### config.mk
export PLATFORM = sky130hd
export DESIGN_NAME = irq_vector_ctrl
export DESIGN_NICKNAME = d
export VERILOG_FILES = /design/src/rtl/irq_vc_pkg.sv /design/src/rtl/irq_vc_enables.sv /design/src/rtl/irq_vc_pending.sv /design/src/rtl/irq_vc_arbiter.sv /design/src/rtl/irq_vector_ctrl.sv
export SDC_FILE = /design/constraint.sdc
export NUM_CORES = 1
export LEC_CHECK = 0
export ABC_AREA = 1
export BUFFER_PORTS_ARGS = -buffer_cell sky130_fd_sc_hd__buf_2
export CORE_MARGIN = 3
export CORE_UTILIZATION = 45
export DETAILED_ROUTE_END_ITERATION = 10
export PLACE_DENSITY_LB_ADDON = 0.05
export SETUP_SLACK_MARGIN = 0.4
export SLEW_MARGIN = 20
export SYNTH_ARGS = -nofsm -noshare
export SYNTH_HDL_FRONTEND = slang
export SYNTH_HIERARCHICAL = 1
export SYNTH_SLANG_ARGS = --single-unit
### constraint.sdc
create_clock -name clk -period 1.9 [get_ports clk]
set_clock_uncertainty 0.1 [all_clocks]
set_input_delay 0.095 -clock clk [delete_from_list [all_inputs] [get_ports clk]]
set_output_delay 0.095 -clock clk [all_outputs]
set_load 0.02 [all_outputs]
### src/rtl/irq_vc_pkg.sv
package irq_vc_pkg;
  // Vector number of a source index: sources 0..5 sit at vectors 1..6,
  // sources 6..7 follow the reserved gap at vectors 10..11.
  function automatic int vec_num(input int idx);
    return (idx < 6) ? idx + 1 : idx + 4;
  endfunction

  typedef enum logic {
    SEL_MAIN = 1'b0,
    SEL_EP   = 1'b1
  } reg_sel_e;
endpackage

### src/rtl/irq_vc_enables.sv
module irq_vc_enables
  import irq_vc_pkg::*;
#(
  parameter int DW        = 8,
  parameter int NSRC      = 8,
  parameter logic [DW-1:0] MAIN_MASK = 8'h37,
  parameter logic [DW-1:0] EP_MASK   = 8'h07
) (
  input  logic          clk,
  input  logic          rst,
  input  logic          wr_en,
  input  logic          wr_sel,
  input  logic [DW-1:0] wr_data,
  input  logic          rd_sel,
  output logic [DW-1:0] rd_data,
  output logic [NSRC-1:0] en_o
);
  logic [DW-1:0] main_q, ep_q;

  always_ff @(posedge clk) begin
    if (rst) begin
      main_q <= '0;
      ep_q   <= '0;
    end else if (wr_en) begin
      if (reg_sel_e'(wr_sel) == SEL_MAIN) main_q <= wr_data & MAIN_MASK;
      else                                ep_q   <= wr_data & EP_MASK;
    end
  end

  assign rd_data = (reg_sel_e'(rd_sel) == SEL_MAIN) ? main_q : ep_q;

  assign en_o = {main_q[5], main_q[4], ep_q[2], ep_q[1], ep_q[0],
                 main_q[2], main_q[1], main_q[0]};
endmodule

### src/rtl/irq_vc_pending.sv
module irq_vc_pending #(
  parameter int NSRC = 8
) (
  input  logic            clk,
  input  logic            rst,
  input  logic [NSRC-1:0] req_i,
  input  logic [NSRC-1:0] clr_i,
  output logic [NSRC-1:0] pend_o
);
  for (genvar i = 0; i < NSRC; i++) begin : g_latch
    always_ff @(posedge clk) begin
      if (rst)           pend_o[i] <= 1'b0;
      else if (req_i[i]) pend_o[i] <= 1'b1;
      else if (clr_i[i]) pend_o[i] <= 1'b0;
    end
  end
endmodule

### src/rtl/irq_vc_arbiter.sv
module irq_vc_arbiter
  import irq_vc_pkg::*;
#(
  parameter int NSRC = 8,
  parameter int AW   = 16
) (
  input  logic [NSRC-1:0] cand_i,
  output logic            any_o,
  output logic [NSRC-1:0] grant_o,
  output logic [AW-1:0]   addr_o
);
  logic [NSRC:0] lower;

  assign lower[0] = 1'b0;
  for (genvar i = 0; i < NSRC; i++) begin : g_pick
    assign grant_o[i]  = cand_i[i] & ~lower[i];
    assign lower[i+1]  = lower[i] | cand_i[i];
  end
  assign any_o = lower[NSRC];

  always_comb begin
    addr_o = '0;
    for (int i = 0; i < NSRC; i++) begin
      if (grant_o[i]) addr_o = addr_o | AW'(2 * vec_num(i));
    end
  end
endmodule

### src/rtl/irq_vector_ctrl.sv
module irq_vector_ctrl #(
  parameter int NSRC = 8,
  parameter int DW   = 8,
  parameter int AW   = 16
) (
  input  logic            clk,
  input  logic            rst,
  input  logic [NSRC-1:0] req_i,
  input  logic            wr_en,
  input  logic            wr_sel,
  input  logic [DW-1:0]   wr_data,
  input  logic            rd_sel,
  output logic [DW-1:0]   rd_data,
  input  logic            instr_last,
  input  logic            ei_pulse,
  input  logic            reti_pulse,
  output logic            gie,
  output logic            vec_req,
  output logic [AW-1:0]   vec_addr
);
  logic [NSRC-1:0] en, pend, grant, clr;
  logic [AW-1:0]   pick_addr;
  logic            any, take;

  irq_vc_enables #(.DW(DW), .NSRC(NSRC)) u_en (
    .clk(clk), .rst(rst), .wr_en(wr_en), .wr_sel(wr_sel), .wr_data(wr_data),
    .rd_sel(rd_sel), .rd_data(rd_data), .en_o(en)
  );

  irq_vc_pending #(.NSRC(NSRC)) u_pend (
    .clk(clk), .rst(rst), .req_i(req_i), .clr_i(clr), .pend_o(pend)
  );

  irq_vc_arbiter #(.NSRC(NSRC), .AW(AW)) u_arb (
    .cand_i(pend & en), .any_o(any), .grant_o(grant), .addr_o(pick_addr)
  );

  assign take = instr_last & gie & any;
  assign clr  = take ? grant : '0;

  always_ff @(posedge clk) begin
    if (rst) begin
      gie      <= 1'b0;
      vec_req  <= 1'b0;
      vec_addr <= '0;
    end else begin
      vec_req <= take;
      if (take) begin
        gie      <= 1'b0;
        vec_addr <= pick_addr;
      end else if (ei_pulse || reti_pulse) begin
        gie <= 1'b1;
      end
    end
  end
endmodule

==> tab_implementation.tex, run 1 <==
\begin{tabular}{lr}
\hline
Metric & Value \\
\hline
\multicolumn{2}{l}{\textbf{Power and ir drop}} \\
\quad Peak ir drop on the vdd network & a little over 0.0004 V \\
\quad Power per cell area & $\sim$650 nW/um\^{}2 \\
\quad Post-route total power & around 1.6 mW \\
\quad Switching portion of total power & 26.94\% \\
\quad Power dissipated by switching net loads & 0.4360 mW \\
\quad Part of the total power dissipated in combinational logic & between 10\% and 20\% \\
\quad Share of power burned in the clock network & between 30\% and 40\% \\
\quad Internal power contribution & 1.183 mW \\
\quad Leakage Power & 1.335 nW \\
\quad Sequential share of power & around 48\% \\
\multicolumn{2}{l}{\textbf{Logic synthesis}} \\
\quad Top post-synthesis cells by area & sky130\_fd\_sc\_hd\_\_dfxtp\_1 37\%, sky130\_fd\_sc\_hd\_\_nand3\_1 11\%, sky130\_fd\_sc\_hd\_\_inv\_1 10\%, sky130\_fd\_sc\_hd\_\_nand2\_1 9.5\%, sky130\_fd\_sc\_hd\_\_buf\_4 6.5\% \\
\quad Share of the synthesized area in the top cell type & $\sim$37\% \\
\quad Avg Inst Size Synth & slightly above 7 sq um \\
\quad Yosys warnings & 6 \\
\quad Top flip-flop cell by instance count after synthesis & sky130\_fd\_sc\_hd\_\_dfxtp\_1 \\
\quad Register bit count reported by yosys & 34 \\
\quad Syn Inst Count & 262 \\
\quad Portion of the post-synthesis area used by sequential elements & a little over a third \\
\quad Area of the mapped netlist & $\sim$1900 sq um \\
\quad EDFF count, synth & 0 \\
\quad Most area-hungry cell type in the Yosys netlist & sky130\_fd\_sc\_hd\_\_dfxtp\_1 \\
\quad Number of distinct standard cells referenced by the synthesized netlist & 25 \\
\quad FFs w/ async S/R, synth & 0\% \\
\quad Most frequently used cell type in the post-synthesis netlist & sky130\_fd\_sc\_hd\_\_inv\_1 \\
\quad Ranking of synthesized cells by instance count & 52 x sky130\_fd\_sc\_hd\_\_inv\_1, 47 x sky130\_fd\_sc\_hd\_\_nand2\_1, 42 x sky130\_fd\_sc\_hd\_\_nand3\_1, 34 x sky130\_fd\_sc\_hd\_\_dfxtp\_1, 26 x sky130\_fd\_sc\_hd\_\_nor2\_1 \\
\multicolumn{2}{l}{\textbf{Worst setup path}} \\
\quad Critical path startpoint category & flip-flop \\
\quad Buffers plus inverters on the worst setup path & 3 \\
\quad Maximum fanout along the worst path & 7 \\
\quad Worst path arrival time & around 1700 ps \\
\quad Cell-by-cell listing of the critical path & nand2\_2 -> inv\_2 -> nor2\_4 -> nand4\_4 -> nor2\_4 -> nand3b\_1 -> nand3\_2 -> buf\_8 -> nor2\_4 -> inv\_2 -> nand2\_2 -> a21oi\_2 \\
\quad Cell with the biggest individual delay on the critical path & sky130\_fd\_sc\_hd\_\_dfxtp\_2 \\
\quad Data required time at the worst endpoint & between 2000 and 2500 ps \\
\quad Cell family with the largest share of critical-path delay & simple AND/OR/NAND/NOR gates \\
\quad WS Path Type & reg2reg \\
\quad Slowest stage delay, CP & $\sim$320 ps \\
\quad Critical path's most frequent cell & sky130\_fd\_sc\_hd\_\_nor2\_4 \\
\quad Kind of capture point of the worst setup path & flip-flop \\
\multicolumn{2}{l}{\textbf{Layout}} \\
\quad Signed area change from the synthesized netlist to the final layout & 32.80\% \\
\quad Inserted Diodes & 0 \\
\quad Final layout net count & 359 \\
\quad Number of fillers in the final layout & between 300 and 400 \\
\quad Non-filler instance count after layout & 384 \\
\quad Proportion of layout cells with a drive suffix above 1 & approximately 36\% \\
\multicolumn{2}{l}{\textbf{Timing}} \\
\quad Hold WS & $\sim$23 ps \\
\quad Fin Setup TNS & 0 ps \\
\quad Achievable Freq & about 630 MHz \\
\quad Setup repair after global routing missed its margin & yes \\
\quad Final period util & 83.63\% \\
\quad Final Hold Vio Count & 0 \\
\quad Number of max-slew violations in the final report & 0 \\
\quad Final critical delay including setup and external delays & 1589 ps \\
\quad Final number of setup-violating endpoints & 0 \\
\multicolumn{2}{l}{\textbf{Routing}} \\
\quad Sum of routed wire length over all layers & about 3.8 mm \\
\quad Starting DRC count in detailed routing & 70 \\
\quad Routed length per instance & 9.818 microns \\
\quad Post-DRT Antenna Nets & 0 \\
\quad Number of detailed-routing iterations run before antenna repair & 4 \\
\quad Detailed-route via count & 1,668 \\
\quad Routed vias/inst & between 4 and 5 \\
\quad DR DRC count & 0 \\
\multicolumn{2}{l}{\textbf{Job}} \\
\quad Total of max-cap violations & 0 \\
\multicolumn{2}{l}{\textbf{Floorplanning}} \\
\quad Die Y-Extent & 70.32 microns \\
\quad Die X & $\sim$70 microns \\
\quad I/O pin cnt & 50 \\
\quad Placeable Area & $\sim$3800 sq um \\
\quad Initial Util & roughly half \\
\quad Overall die area & 4945 sq um \\
\quad Row count & 22 \\
\multicolumn{2}{l}{\textbf{Clocking}} \\
\quad Count of clock tree sinks & 34 \\
\quad Clock buffer count from CTS & 5 \\
\quad Clk Tree Root Cell & sky130\_fd\_sc\_hd\_\_clkbuf\_8 \\
\quad Maximum level of the CTS H-tree & 2 \\
\quad TritonCTS clock tree & done \\
\quad Clock Pin Slew Worst Setup and Hold Paths & approximately 60 ps \\
\quad Worst-skew pair later-pin latency & roughly 280 ps \\
\quad Clock tree buffer depth & 2 \\
\multicolumn{2}{l}{\textbf{Placement}} \\
\quad Final weighted congestion in routability-driven placement & between 0.7 and 0.8 \\
\quad Number of cells in the design after placement & approximately 350 \\
\quad Count of input and output buffers & 43 \\
\quad HPWL Detailed & about 2.5 mm \\
\multicolumn{2}{l}{\textbf{Global route}} \\
\quad Largest net degree at the start of global routing & 34 \\
\quad Overall global routing resource usage & 15.97\% \\
\quad Antenna violations before repair & 0 \\
\quad Total gr overflow & 0 \\
\quad First-pass GRT wire length & $\sim$6.6 mm \\
\quad Vias in the first global route & roughly 1,500 \\
\multicolumn{2}{l}{\textbf{Status}} \\
\quad Run status & finished clean \\
\multicolumn{2}{l}{\textbf{Hold path}} \\
\quad Path type of the worst min-delay path & in2reg \\
\hline
\end{tabular}
-- cell usage in the layout (no fill, tap or decap), drive strengths merged --
cell type | netlist | layout
clkinv | 0 | 1
nand4 | 2 | 2
a21oi | 12 | 12
clkbuf | 2 | 7
inv | 56 | 57
nand2 | 48 | 48
nor3 | 2 | 2
conb | 2 | 15
nand3b | 1 | 1
dfxtp | 34 | 34
o21ai | 4 | 4
nand3 | 44 | 44
nor2 | 31 | 31
a31oi | 1 | 1
buf | 22 | 63
dlygate4sd3 | 0 | 13
bufbuf | 0 | 1
-- state kept, by name (all words and copies together), names as in the netlist --
register and flops:
u_pend/pend_o 8, u_en/ep_q 3, vec_addr 16, gie 1, u_en/main_q 5, vec_req 1
-- worst register-to-register path, stage by stage, from the launching register on --
cell	delay (ps)
sky130_fd_sc_hd__dfxtp_2	320
sky130_fd_sc_hd__nand2_2	60
sky130_fd_sc_hd__inv_2	50
sky130_fd_sc_hd__nor2_4	130
sky130_fd_sc_hd__nand4_4	120
sky130_fd_sc_hd__nor2_4	100
sky130_fd_sc_hd__nand3b_1	120
sky130_fd_sc_hd__nand3_2	140
sky130_fd_sc_hd__buf_8	150
sky130_fd_sc_hd__nor2_4	40
sky130_fd_sc_hd__inv_2	40
sky130_fd_sc_hd__nand2_2	50
sky130_fd_sc_hd__a21oi_2	120
-- cell families after synthesis --
| kind of cell | synth area share (%) |
|---|---|
| and+or+nand+nor | 32.80 |
| buffers and inverters | 23.99 |
| DFF | 36.56 |
| AOI/OAI and AO/OA | 6.250 |
| other | 0.4034 |
-- metal layers --
| layer | global-route usage (%) | part of all wire (%) | vias to the layer above |
|---|---|---|---|
| li1 | - | - | 908 |
| met1 | 21.80 | 50 | 724 |
| met2 | 24.95 | 44 | 31 |
| met3 | 3.885 | 5.3 | 5 |
| met4 | 4.468 | 0.77 | 0 |
| met5 | 0 | 0 | - |
-- power by group through the flow --
stage                     clock network (mW)  registers, mW  logic [mW]
final                                  0.538          0.772       0.309
after global routing                   0.590          0.775       0.343
after CTS                              0.558          0.770       0.296
after global placement                     0          0.785       0.230
after floorplan                            0          0.796       0.187
after detailed placement                   0          0.785       0.232
-- layout make-up --
cell class / count / area, sq um / area share (%)
multi-input cells: 160 / 845.8 / 34.21
flip-flops and latches: 34 / 690.7 / 27.94
repair buffers: 77 / 563.0 / 22.77
inverters: 57 / 221.5 / 8.957
clock buffers: 7 / 86.33 / 3.492
well taps: 48 / 60.06 / 2.429
clock inverters: 1 / 5.005 / 0.2024
-- repair_timing --
action / CTS / global route
resized for setup: 19 / 15
hold buffers: 13 / 0
endpoints found under the setup margin: 26 / 26
buffers inserted: 11 / 5
gates cloned: 1 / 0
pin swaps: 18 / 15
endpoints found under the hold margin: 12 / 0
-- through the flow --
stage / setup WS (ps) / utilization [%] / cell area (sq um)
2_1_floorplan: 322.1 / - / 1906
3_5_place_dp: 193.7 / 52.06 / 1992
3_3_place_gp: 210.7 / 52.06 / 1992
6_report: 311.0 / 64.62 / 2472
4_1_cts: 295.4 / 62.49 / 2391
5_1_grt: 199.7 / 64.62 / 2472
-- worst paths after layout --
check | startpoint | to | slack (ps) | cells after the start
max | u_en/main_q[0] | u_pend/pend_o[0] | 310 | 12
max reg2reg | u_en/main_q[0] | u_pend/pend_o[0] | 310 | 12
min | wr_data[4] | u_en/main_q[4] | 20 | 5
min reg2reg | vec_addr[14] | vec_addr[14] | 360 | 2
(Power assumes the default switching activity.)
==> run 2: changes to the inputs <==
--- a/config.mk
+++ b/config.mk
@@ -5,7 +5,7 @@
 export SDC_FILE = /design/constraint.sdc
 export NUM_CORES = 1
 export LEC_CHECK = 0
-export ABC_AREA = 1
+export ABC_AREA = 0
 export BUFFER_PORTS_ARGS = -buffer_cell sky130_fd_sc_hd__buf_2
 export CORE_MARGIN = 3
 export CORE_UTILIZATION = 45
==> constraint.sdc (replaced) <==
create_clock -name clk -period 1.6 [get_ports clk]
set_clock_uncertainty 0.1 [all_clocks]
set_input_delay 0.08 -clock clk [delete_from_list [all_inputs] [get_ports clk]]
set_output_delay 0.08 -clock clk [all_outputs]
set_load 0.02 [all_outputs]
==> run 2 against run 1 <==
Via count fell by 8.9%. Die area increased by 4.5%. Critical endpoint is now u_pend/pend_o[7]. Hold slack got worse by 8.3 ps. Clock power up 46%. Critical path type unchanged. Flip-flop and latch count stayed put. Critical path depth down 5. Largest cell class unchanged. Highest routed layer unchanged. Power increased by 29%. Routed wire length grew 7.1%.
==> tab_implementation.tex, run 2 <==
\begin{tabular}{lr}
\hline
Metric & Value \\
\hline
\multicolumn{2}{l}{\textbf{Worst setup path}} \\
\quad Kind of capture point of the worst setup path & flip-flop (unchanged) \\
\quad Data required time at the worst endpoint & 1710 ps (was 2010 ps) \\
\quad Slowest stage delay, CP & 330 ps (was 320 ps) \\
\quad WS Path Type & reg2reg (unchanged) \\
\quad Number of cell instances on the worst register-to-register path & 7 (was 12) \\
\quad Critical path startpoint category & flip-flop (unchanged) \\
\quad Cell with the biggest individual delay on the critical path & sky130\_fd\_sc\_hd\_\_dfxtp\_2 (unchanged) \\
\quad Cell-by-cell listing of the critical path & and2\_4 -> nor3\_4 -> nand3\_2 -> and3\_4 -> and2\_1 -> nand2b\_4 -> a21oi\_2 (was nand2\_2 -> inv\_2 -> nor2\_4 -> nand4\_4 -> nor2\_4 -> nand3b\_1 -> nand3\_2 -> buf\_8 -> nor2\_4 -> inv\_2 -> nand2\_2 -> a21oi\_2) \\
\quad Worst path arrival time & 1690 ps (was 1700 ps) \\
\quad Maximum fanout along the worst path & 5 (was 7) \\
\multicolumn{2}{l}{\textbf{Logic synthesis}} \\
\quad Most frequently used cell type in the post-synthesis netlist & sky130\_fd\_sc\_hd\_\_nand2b\_1 (was sky130\_fd\_sc\_hd\_\_inv\_1) \\
\quad Most area-hungry cell type in the Yosys netlist & sky130\_fd\_sc\_hd\_\_dfxtp\_1 (unchanged) \\
\quad Yosys warnings & 6 (unchanged) \\
\quad Avg Inst Size Synth & 9.621 sq um (was 7.106 sq um) \\
\quad Area of the mapped netlist & 1953 sq um (was 1862 sq um) \\
\quad Top flip-flop cell by instance count after synthesis & sky130\_fd\_sc\_hd\_\_dfxtp\_1 (unchanged) \\
\quad Share of the synthesized area in the top cell type & 34.85\% (was 36.56\%) \\
\quad Syn Inst Count & 203 (was 262) \\
\quad EDFF count, synth & 0 (unchanged) \\
\quad Portion of the post-synthesis area used by sequential elements & 34.85\% (was 36.56\%) \\
\quad FFs w/ async S/R, synth & 0\% (unchanged) \\
\quad Ranking of synthesized cells by instance count & 44 x sky130\_fd\_sc\_hd\_\_nand2b\_1, 34 x sky130\_fd\_sc\_hd\_\_dfxtp\_1, 22 x sky130\_fd\_sc\_hd\_\_mux2i\_1, 16 x sky130\_fd\_sc\_hd\_\_and2\_1, 16 x sky130\_fd\_sc\_hd\_\_buf\_4 (was 52 x sky130\_fd\_sc\_hd\_\_inv\_1, 47 x sky130\_fd\_sc\_hd\_\_nand2\_1, 42 x sky130\_fd\_sc\_hd\_\_nand3\_1, 34 x sky130\_fd\_sc\_hd\_\_dfxtp\_1, 26 x sky130\_fd\_sc\_hd\_\_nor2\_1) \\
\quad Register bit count reported by yosys & 34 (unchanged) \\
\quad Top post-synthesis cells by area & sky130\_fd\_sc\_hd\_\_dfxtp\_1 35\%, sky130\_fd\_sc\_hd\_\_nand2b\_1 14\%, sky130\_fd\_sc\_hd\_\_mux2i\_1 11\%, sky130\_fd\_sc\_hd\_\_buf\_4 6.1\%, sky130\_fd\_sc\_hd\_\_nand2b\_4 5.6\% (was sky130\_fd\_sc\_hd\_\_dfxtp\_1 37\%, sky130\_fd\_sc\_hd\_\_nand3\_1 11\%, sky130\_fd\_sc\_hd\_\_inv\_1 10\%, sky130\_fd\_sc\_hd\_\_nand2\_1 9.5\%, sky130\_fd\_sc\_hd\_\_buf\_4 6.5\%) \\
\quad Number of distinct standard cells referenced by the synthesized netlist & 34 (was 25) \\
\multicolumn{2}{l}{\textbf{Layout}} \\
\quad Number of fillers in the final layout & 341 (was 371) \\
\quad Register containing the most flip-flops in the final layout & vec\_addr (unchanged) \\
\quad Biggest regs & vec\_addr: 16 flops, u\_pend/pend\_o: 8 flops, u\_en/main\_q: 5 flops (unchanged) \\
\quad Final non-filler cell area & 2750 sq um (was 2472 sq um) \\
\quad Most common cell after layout, fill and taps aside & sky130\_fd\_sc\_hd\_\_nand2b\_1 (was sky130\_fd\_sc\_hd\_\_inv\_1) \\
\quad Proportion of layout cells with a drive suffix above 1 & 47.37\% (was 36.01\%) \\
\quad Area of the multi-input gates & 1192 sq um (was 845.8 sq um) \\
\quad Largest register FFs & 16 (unchanged) \\
\quad Signed area change from the synthesized netlist to the final layout & 40.81\% (was 32.80\%) \\
\quad Sequential Area & 695.7 sq um (was 690.7 sq um) \\
\quad Final layout net count & 309 (was 359) \\
\quad Inserted Diodes & 0 (unchanged) \\
\quad Final standard cell utilization of the core & 67.30\% (was 64.62\%) \\
\quad Non-filler instance count after layout & 335 (was 384) \\
\quad Most used cells in the layout excluding fill and tap cells & 44 x sky130\_fd\_sc\_hd\_\_nand2b\_1, 38 x sky130\_fd\_sc\_hd\_\_buf\_2, 22 x sky130\_fd\_sc\_hd\_\_mux2i\_1, 22 x sky130\_fd\_sc\_hd\_\_dfxtp\_1, 17 x sky130\_fd\_sc\_hd\_\_buf\_4 (was 47 x sky130\_fd\_sc\_hd\_\_inv\_1, 43 x sky130\_fd\_sc\_hd\_\_nand2\_1, 43 x sky130\_fd\_sc\_hd\_\_buf\_2) \\
\multicolumn{2}{l}{\textbf{Routing}} \\
\quad Routed length per instance & 12.06 microns (was 9.818 microns) \\
\quad Starting DRC count in detailed routing & 66 (was 70) \\
\quad Sum of routed wire length over all layers & 4.039 mm (was 3.770 mm) \\
\quad Number of detailed-routing iterations run before antenna repair & 4 (unchanged) \\
\quad Detailed-route via count & 1,520 (was 1,668) \\
\quad DR DRC count & 0 (unchanged) \\
\quad Post-DRT Antenna Nets & 0 (unchanged) \\
\quad Routed vias/inst & 4.537 (was 4.344) \\
\multicolumn{2}{l}{\textbf{Clocking}} \\
\quad Clock Pin Slew Worst Setup and Hold Paths & 60 ps (about the same) \\
\quad TritonCTS clock tree & done (unchanged) \\
\quad Count of clock tree sinks & 34 (unchanged) \\
\quad Worst-skew pair later-pin latency & 280 ps (about the same) \\
\quad Clk Tree Root Cell & sky130\_fd\_sc\_hd\_\_clkbuf\_8 (unchanged) \\
\quad Maximum level of the CTS H-tree & 2 (unchanged) \\
\quad Clock buffer count from CTS & 5 (unchanged) \\
\quad Clock tree buffer depth & 2 (unchanged) \\
\multicolumn{2}{l}{\textbf{Placement}} \\
\quad Post-Place Cell Area & 2267 sq um (was 1992 sq um) \\
\quad Count of input and output buffers & 43 (unchanged) \\
\quad HPWL Detailed & 2.809 mm (was 2.491 mm) \\
\quad Final weighted congestion in routability-driven placement & 0.8165 (was 0.7783) \\
\quad Number of cells in the design after placement & 306 (was 346) \\
\multicolumn{2}{l}{\textbf{Timing}} \\
\quad Number of max-slew violations in the final report & 0 (unchanged) \\
\quad Slew at the pin with the worst max-slew slack & between 700 and 800 ps \\
\quad Final period util & 99.13\% (was 83.63\%) \\
\quad Final Hold Vio Count & 0 (unchanged) \\
\quad Final critical delay including setup and external delays & 1586 ps (was 1589 ps) \\
\quad Achievable Freq & 630.5 MHz (was 629.3 MHz) \\
\quad Setup repair after global routing missed its margin & yes (unchanged) \\
\quad Final number of setup-violating endpoints & 0 (unchanged) \\
\quad Normalized max-slew margin & a little over half \\
\quad Fin Setup TNS & 0 ps (unchanged) \\
\multicolumn{2}{l}{\textbf{Floorplanning}} \\
\quad Overall die area & 5167 sq um (was 4945 sq um) \\
\quad Placeable Area & 4086 sq um (was 3826 sq um) \\
\quad Initial Util & 47.80\% (was 48.66\%) \\
\quad Die X & 71.88 microns (was 70.32 microns) \\
\quad Die Y-Extent & 71.88 microns (was 70.32 microns) \\
\quad I/O pin cnt & 50 (unchanged) \\
\quad Row count & 23 (was 22) \\
\multicolumn{2}{l}{\textbf{Global route}} \\
\quad Largest net degree at the start of global routing & 51 (was 34) \\
\quad First-pass GRT wire length & 6.665 mm (was 6.589 mm) \\
\quad Antenna violations before repair & 0 (unchanged) \\
\quad Overall global routing resource usage & 16.13\% (was 15.97\%) \\
\quad Total gr overflow & 0 (unchanged) \\
\quad Vias in the first global route & 1,503 (was 1,548) \\
\multicolumn{2}{l}{\textbf{Power and ir drop}} \\
\quad Post-route total power & 2.084 mW (was 1.619 mW) \\
\quad Power per cell area & 757.7 nW/um\^{}2 (was 654.7 nW/um\^{}2) \\
\quad Leakage Power & 1.247 nW (was 1.335 nW) \\
\quad Peak ir drop on the vdd network & 0.0004220 V (was 0.0004102 V) \\
\multicolumn{2}{l}{\textbf{Job}} \\
\quad Total of max-cap violations & 0 (unchanged) \\
\multicolumn{2}{l}{\textbf{Hold path}} \\
\quad Hold Path Stages & 3 (was 5) \\
\quad Path type of the worst min-delay path & in2reg (unchanged) \\
\multicolumn{2}{l}{\textbf{Status}} \\
\quad Run status & finished clean (unchanged) \\
\hline
\end{tabular}
run 2: changes by cell type after synthesis, moves of 21 or more:
| cell | before | now |
|---|---|---|
| sky130_fd_sc_hd__nor2_1 | 26 | 5 |
| sky130_fd_sc_hd__nand3_1 | 42 | 1 |
| sky130_fd_sc_hd__inv_1 | 52 | 8 |
| sky130_fd_sc_hd__nand2b_1 | 0 | 44 |
| sky130_fd_sc_hd__mux2i_1 | 0 | 22 |
| sky130_fd_sc_hd__nand2_1 | 47 | 2 |
run 2: cell families (layout without fill, tap and decap cells):
kind of cell	after synthesis	in the layout	share of synthesized area [%]
multiplexers	25	25	13.00
buffers and inverters	33	101	11.85
AND/OR/NAND/NOR	96	97	34.91
AO/OA/AOI/OAI	13	13	4.997
other	2	15	0.3845
flip-flops	34	34	34.85
run 2: cell type report:
cell class	instances	area share (%)
Multi-Input combinational cell	150	43.36
Sequential cell	34	25.30
Clock inverter	1	1.092
Inverter	8	1.092
Clock buffer	6	3.003
Timing Repair Buffer	86	23.89
Tap cell	50	2.275
run 2: power breakdown:
| group | internal (mW) | leakage (nW) | switching [mW] | total (mW) |
|---|---|---|---|---|
| sequential | 0.888 | 0.282 | 0.0261 | 0.914 |
| clock | 0.498 | 0.0573 | 0.290 | 0.788 |
| combinational | 0.213 | 0.908 | 0.168 | 0.382 |
| total | 1.60 | 1.25 | 0.485 | 2.08 |
run 2: stage by stage:
step	setup slack, ps	hold WS (ps)
global route	-63.70	25.77
finish	13.96	14.34
CTS	12.93	4.741
detailed placement	-104.7	220.7
floorplan	-142.0	116.2
global placement	-94.46	217.0
run 2: repair_timing:
item	4_1_cts	5_1_grt
hold buffers	13	2
hold endpoints to repair	16	1
setup buffers	2	4
resized for setup	33	20
cloned	1	0
pin swaps	5	8
endpoints found under the setup margin	30	31
run 2: metal layers:
layer  global-route usage [%]  wire [microns]  share of wire, %
met1                    20.47            1844                46
met2                    27.65            1985                49
met3                    3.366             171               4.2
met4                    4.384              38              0.94
met5                        0               0                 0
run 2: path summary, 6_finish.rpt:
check,slack (ps),from,endpoint
worst max register to register,10,u_pend/pend_o[0],u_pend/pend_o[7]
worst min register to register,370,u_pend/pend_o[5],u_pend/pend_o[5]
worst max-delay path,10,u_pend/pend_o[0],u_pend/pend_o[7]
worst min-delay path,10,wr_en,u_en/main_q[4]
run 2: worst max-delay path: cells and delay by family (launching register included):
| kind | cells | cell delay, ps |
|---|---|---|
| AOI/OAI and AO/OA | 1 | 110 |
| DFF | 1 | 330 |
| and+or+nand+nor | 6 | 980 |
==> run 3: changes to the inputs <==
--- a/config.mk
+++ b/config.mk
@@ -10,10 +10,9 @@
 export CORE_MARGIN = 3
 export CORE_UTILIZATION = 45
 export DETAILED_ROUTE_END_ITERATION = 10
-export PLACE_DENSITY_LB_ADDON = 0.05
+export PLACE_DENSITY = 0.83
 export SETUP_SLACK_MARGIN = 0.4
-export SLEW_MARGIN = 20
+export SLEW_MARGIN = 5
 export SYNTH_ARGS = -nofsm -noshare
 export SYNTH_HDL_FRONTEND = slang
-export SYNTH_HIERARCHICAL = 1
 export SYNTH_SLANG_ARGS = --single-unit
==> run 3 against run 2 <==
The run now ends with DRC, hold timing left. Sequential power down 33%. Flip-flop and latch count is 12 lower. Clock-buffer cell count down 2. Global-route usage increased by 6.3 points. Via count fell by 22%. Core utilization rose by 6.9 points. Synthesized area is 44% lower.
==> tab_implementation.tex, run 3 <==
\begin{tabular}{lr}
\hline
Metric & Value \\
\hline
\multicolumn{2}{l}{\textbf{Status}} \\
\quad Run status & complete, but fails checks (was finished clean) \\
\quad Violated checks & DRC, hold timing \\
\multicolumn{2}{l}{\textbf{Layout}} \\
\quad Most used cells in the layout excluding fill and tap cells & 24 x sky130\_fd\_sc\_hd\_\_buf\_2, 15 x sky130\_fd\_sc\_hd\_\_nor2\_1, 15 x sky130\_fd\_sc\_hd\_\_conb\_1, 15 x sky130\_fd\_sc\_hd\_\_dlygate4sd3\_1, 13 x sky130\_fd\_sc\_hd\_\_nand2\_1 (was 44 x sky130\_fd\_sc\_hd\_\_nand2b\_1, 38 x sky130\_fd\_sc\_hd\_\_buf\_2, 22 x sky130\_fd\_sc\_hd\_\_mux2i\_1, 22 x sky130\_fd\_sc\_hd\_\_dfxtp\_1, 17 x sky130\_fd\_sc\_hd\_\_buf\_4) \\
\quad Non-filler instance count after layout & 221 (was 335) \\
\quad Final standard cell utilization of the core & 74.20\% (was 67.30\%) \\
\quad Register containing the most flip-flops in the final layout & u\_pend.pend\_o (was vec\_addr) \\
\quad Most common cell after layout, fill and taps aside & sky130\_fd\_sc\_hd\_\_buf\_2 (was sky130\_fd\_sc\_hd\_\_nand2b\_1) \\
\quad Signed area change from the synthesized netlist to the final layout & 53.68\% (was 40.81\%) \\
\quad Inserted Diodes & 0 (unchanged) \\
\quad Proportion of layout cells with a drive suffix above 1 & 40.93\% (was 47.37\%) \\
\quad Biggest regs & u\_pend.pend\_o: 8 flops, u\_en.main\_q: 5 flops, vec\_addr: 4 flops (was vec\_addr: 16 flops, u\_pend/pend\_o: 8 flops, u\_en/main\_q: 5 flops) \\
\quad Final layout net count & 218 (was 309) \\
\quad Largest register FFs & 8 (was 16) \\
\multicolumn{2}{l}{\textbf{Placement}} \\
\quad Number of cells in the design after placement & 194 (was 306) \\
\quad HPWL Detailed & 1.939 mm (was 2.809 mm) \\
\quad Count of input and output buffers & 31 (was 43) \\
\quad Final weighted congestion in routability-driven placement & 0.8214 (was 0.8165) \\
\multicolumn{2}{l}{\textbf{Floorplanning}} \\
\quad Die X & 55.19 microns (was 71.88 microns) \\
\quad Placeable Area & 2255 sq um (was 4086 sq um) \\
\quad Initial Util & 48.28\% (was 47.80\%) \\
\quad Row count & 17 (was 23) \\
\quad Die Y-Extent & 55.19 microns (was 71.88 microns) \\
\quad I/O pin cnt & 50 (unchanged) \\
\quad Overall die area & 3045 sq um (was 5167 sq um) \\
\multicolumn{2}{l}{\textbf{Logic synthesis}} \\
\quad Register bit count reported by yosys & 22 (was 34) \\
\quad Portion of the post-synthesis area used by sequential elements & 40.46\% (was 34.85\%) \\
\quad FFs w/ async S/R, synth & 0\% (unchanged) \\
\quad Share of the synthesized area in the top cell type & 40.46\% (was 34.85\%) \\
\quad Most area-hungry cell type in the Yosys netlist & sky130\_fd\_sc\_hd\_\_dfxtp\_1 (unchanged) \\
\quad Most frequently used cell type in the post-synthesis netlist & sky130\_fd\_sc\_hd\_\_dfxtp\_1 (was sky130\_fd\_sc\_hd\_\_nand2b\_1) \\
\quad Avg Inst Size Synth & 8.185 sq um (was 9.621 sq um) \\
\quad Area of the mapped netlist & 1089 sq um (was 1953 sq um) \\
\quad Yosys warnings & 0 (was 6) \\
\quad Top post-synthesis cells by area & sky130\_fd\_sc\_hd\_\_dfxtp\_1 40\%, sky130\_fd\_sc\_hd\_\_buf\_4 10\%, sky130\_fd\_sc\_hd\_\_nor2\_1 5.5\%, sky130\_fd\_sc\_hd\_\_a21oi\_1 4.6\%, sky130\_fd\_sc\_hd\_\_mux2i\_1 4.6\% (was sky130\_fd\_sc\_hd\_\_dfxtp\_1 35\%, sky130\_fd\_sc\_hd\_\_nand2b\_1 14\%, sky130\_fd\_sc\_hd\_\_mux2i\_1 11\%, sky130\_fd\_sc\_hd\_\_buf\_4 6.1\%, sky130\_fd\_sc\_hd\_\_nand2b\_4 5.6\%) \\
\quad EDFF count, synth & 0 (unchanged) \\
\quad Number of distinct standard cells referenced by the synthesized netlist & 27 (was 34) \\
\quad Top flip-flop cell by instance count after synthesis & sky130\_fd\_sc\_hd\_\_dfxtp\_1 (unchanged) \\
\quad Ranking of synthesized cells by instance count & 22 x sky130\_fd\_sc\_hd\_\_dfxtp\_1, 16 x sky130\_fd\_sc\_hd\_\_nor2\_1, 15 x sky130\_fd\_sc\_hd\_\_buf\_4, 13 x sky130\_fd\_sc\_hd\_\_nand2\_1, 10 x sky130\_fd\_sc\_hd\_\_a21oi\_1 (was 44 x sky130\_fd\_sc\_hd\_\_nand2b\_1, 34 x sky130\_fd\_sc\_hd\_\_dfxtp\_1, 22 x sky130\_fd\_sc\_hd\_\_mux2i\_1, 16 x sky130\_fd\_sc\_hd\_\_and2\_1, 16 x sky130\_fd\_sc\_hd\_\_buf\_4) \\
\quad Syn Inst Count & 133 (was 203) \\
\multicolumn{2}{l}{\textbf{Clocking}} \\
\quad Maximum level of the CTS H-tree & 1 (was 2) \\
\quad Count of clock tree sinks & 22 (was 34) \\
\quad TritonCTS clock tree & done (unchanged) \\
\quad Clk Tree Root Cell & sky130\_fd\_sc\_hd\_\_clkbuf\_4 (was sky130\_fd\_sc\_hd\_\_clkbuf\_8) \\
\quad Clock tree buffer depth & 2 (unchanged) \\
\quad Worst-skew pair later-pin latency & 310 ps (was 280 ps) \\
\quad Clock Pin Slew Worst Setup and Hold Paths & 120 ps (was 60 ps) \\
\quad Clock buffer count from CTS & 3 (was 5) \\
\multicolumn{2}{l}{\textbf{Routing}} \\
\quad WL met3 & 228 microns (was 171 microns) \\
\quad Detailed-route via count & 1,193 (was 1,520) \\
\quad DR DRC count & 1 (was 0) \\
\quad Starting DRC count in detailed routing & 61 (was 66) \\
\quad Routed wire length on met2 & 1.898 mm (was 1.985 mm) \\
\quad Number of detailed-routing iterations run before antenna repair & 11 (was 4) \\
\quad Top Metal Used & met4 (unchanged) \\
\quad Met1 wire length & 1.254 mm (was 1.844 mm) \\
\quad Post-DRT Antenna Nets & 0 (unchanged) \\
\quad Sum of routed wire length over all layers & 3.512 mm (was 4.039 mm) \\
\quad Routed vias/inst & 5.398 (was 4.537) \\
\quad Routed length per instance & 15.89 microns (was 12.06 microns) \\
\multicolumn{2}{l}{\textbf{Global route}} \\
\quad First-pass GRT wire length & 4.816 mm (was 6.665 mm) \\
\quad Vias in the first global route & 1,141 (was 1,503) \\
\quad Total gr overflow & 0 (unchanged) \\
\quad Antenna violations before repair & 0 (unchanged) \\
\quad Largest net degree at the start of global routing & 23 (was 51) \\
\quad Overall global routing resource usage & 22.41\% (was 16.13\%) \\
\multicolumn{2}{l}{\textbf{Worst setup path}} \\
\quad Worst path arrival time & 1590 ps (was 1690 ps) \\
\quad Critical path startpoint category & flip-flop (unchanged) \\
\quad Maximum fanout along the worst path & 4 (was 5) \\
\quad Data required time at the worst endpoint & 1690 ps (was 1710 ps) \\
\quad WS Path Type & reg2reg (unchanged) \\
\quad Kind of capture point of the worst setup path & flip-flop (unchanged) \\
\multicolumn{2}{l}{\textbf{Timing}} \\
\quad Hold WS & -9.597 ps (was 14.34 ps) \\
\quad Final period util & 93.70\% (was 99.13\%) \\
\quad Setup repair after global routing missed its margin & yes (unchanged) \\
\quad Final Hold Vio Count & 1 (was 0) \\
\quad Number of max-slew violations in the final report & 0 (unchanged) \\
\quad Final number of setup-violating endpoints & 0 (unchanged) \\
\quad Final critical delay including setup and external delays & 1499 ps (was 1586 ps) \\
\quad Fin Setup TNS & 0 ps (unchanged) \\
\quad Achievable Freq & 667.1 MHz (was 630.5 MHz) \\
\multicolumn{2}{l}{\textbf{Power and ir drop}} \\
\quad Power per cell area & 725.5 nW/um\^{}2 (was 757.7 nW/um\^{}2) \\
\quad Leakage Power & 0.7398 nW (was 1.247 nW) \\
\quad Peak ir drop on the vdd network & 0.0006658 V (was 0.0004220 V) \\
\multicolumn{2}{l}{\textbf{Hold path}} \\
\quad Path type of the worst min-delay path & in2reg (unchanged) \\
\multicolumn{2}{l}{\textbf{Job}} \\
\quad Total of max-cap violations & 0 (unchanged) \\
\hline
\end{tabular}
run 3: cell count changes after synthesis, moves of 7 or more:
cell,delta
sky130_fd_sc_hd__mux2i_1,-17
sky130_fd_sc_hd__nand2_1,+11
sky130_fd_sc_hd__nor2_1,+11
sky130_fd_sc_hd__nand2b_4,-8
sky130_fd_sc_hd__and2_1,-16
sky130_fd_sc_hd__dfxtp_1,-12
sky130_fd_sc_hd__a21oi_2,-7
sky130_fd_sc_hd__a21oi_1,+8
sky130_fd_sc_hd__nand2b_1,-42
run 3: metrics by stage:
step | setup WS (ps) | hold slack (ps) | total power [mW] | area (sq um)
4_1_cts | 151.0 | 19.07 | 1.180 | 1572
3_5_place_dp | 124.8 | 227.5 | 0.8203 | 1271
5_1_grt | 73.98 | 13.12 | 1.281 | 1673
2_1_floorplan | 42.83 | 51.61 | 0.7699 | 1160
6_report | 100.9 | -9.597 | 1.214 | 1673
3_3_place_gp | 149.5 | 216.0 | 0.8107 | 1271
run 3: what timing repair did:
action / in CTS / in global routing
hold buffers: 15 / 0
setup endpoints to repair: 18 / 24
setup buffers: 3 / 5
resized for setup: 31 / 17
hold endpoints to repair: 16 / 0
pin swaps: 8 / 5
run 3: worst max-delay path: stages (launching register included):
cell                       delay (ps)
sky130_fd_sc_hd__dfxtp_2          360
sky130_fd_sc_hd__a222oi_1         410
sky130_fd_sc_hd__buf_4            200
sky130_fd_sc_hd__inv_1             50
sky130_fd_sc_hd__nor2_2           130
sky130_fd_sc_hd__a311oi_1         120
run 3: cells by family after synthesis:
logic type / synth area share, %
flops: 40.46
buf+inv: 13.45
other cells: 0.3445
compound gates: 17.24
mux: 6.667
simple gates: 21.84
run 3: worst paths after layout:
path | end | cells after the start | startpoint | slack, ps
max | u_pend.pend_o[6] | 5 | u_pend.pend_o[3] | 100
max reg2reg | u_pend.pend_o[6] | 5 | u_pend.pend_o[3] | 100
min | gie | 3 | ei_pulse | -10
min reg2reg | vec_addr[1] | 2 | vec_addr[1] | 380
run 3: layout make-up:
| type | instances | area [sq um] |
|---|---|---|
| clock buffer | 4 | 36.28 |
| fill | 158 | 581.8 |
| inverter | 6 | 22.52 |
| multi-input combinational | 101 | 649.4 |
| sequential | 22 | 464.2 |
| tap | 28 | 35.03 |
| timing repair buffer | 60 | 465.4 |
run 3: report_power, final:
group	internal, mW	switching [mW]	total, mW	leakage [nW]
combinational	0.136	0.156	0.292	0.532
sequential	0.578	0.0342	0.613	0.186
clock	0.139	0.170	0.309	0.0210
run 3: layer usage:
layer	vias to the layer above	GRT usage, %
met5	-	0
met4	0	8.097
met3	18	4.290
met2	67	43.70
met1	552	23.30
li1	556	-
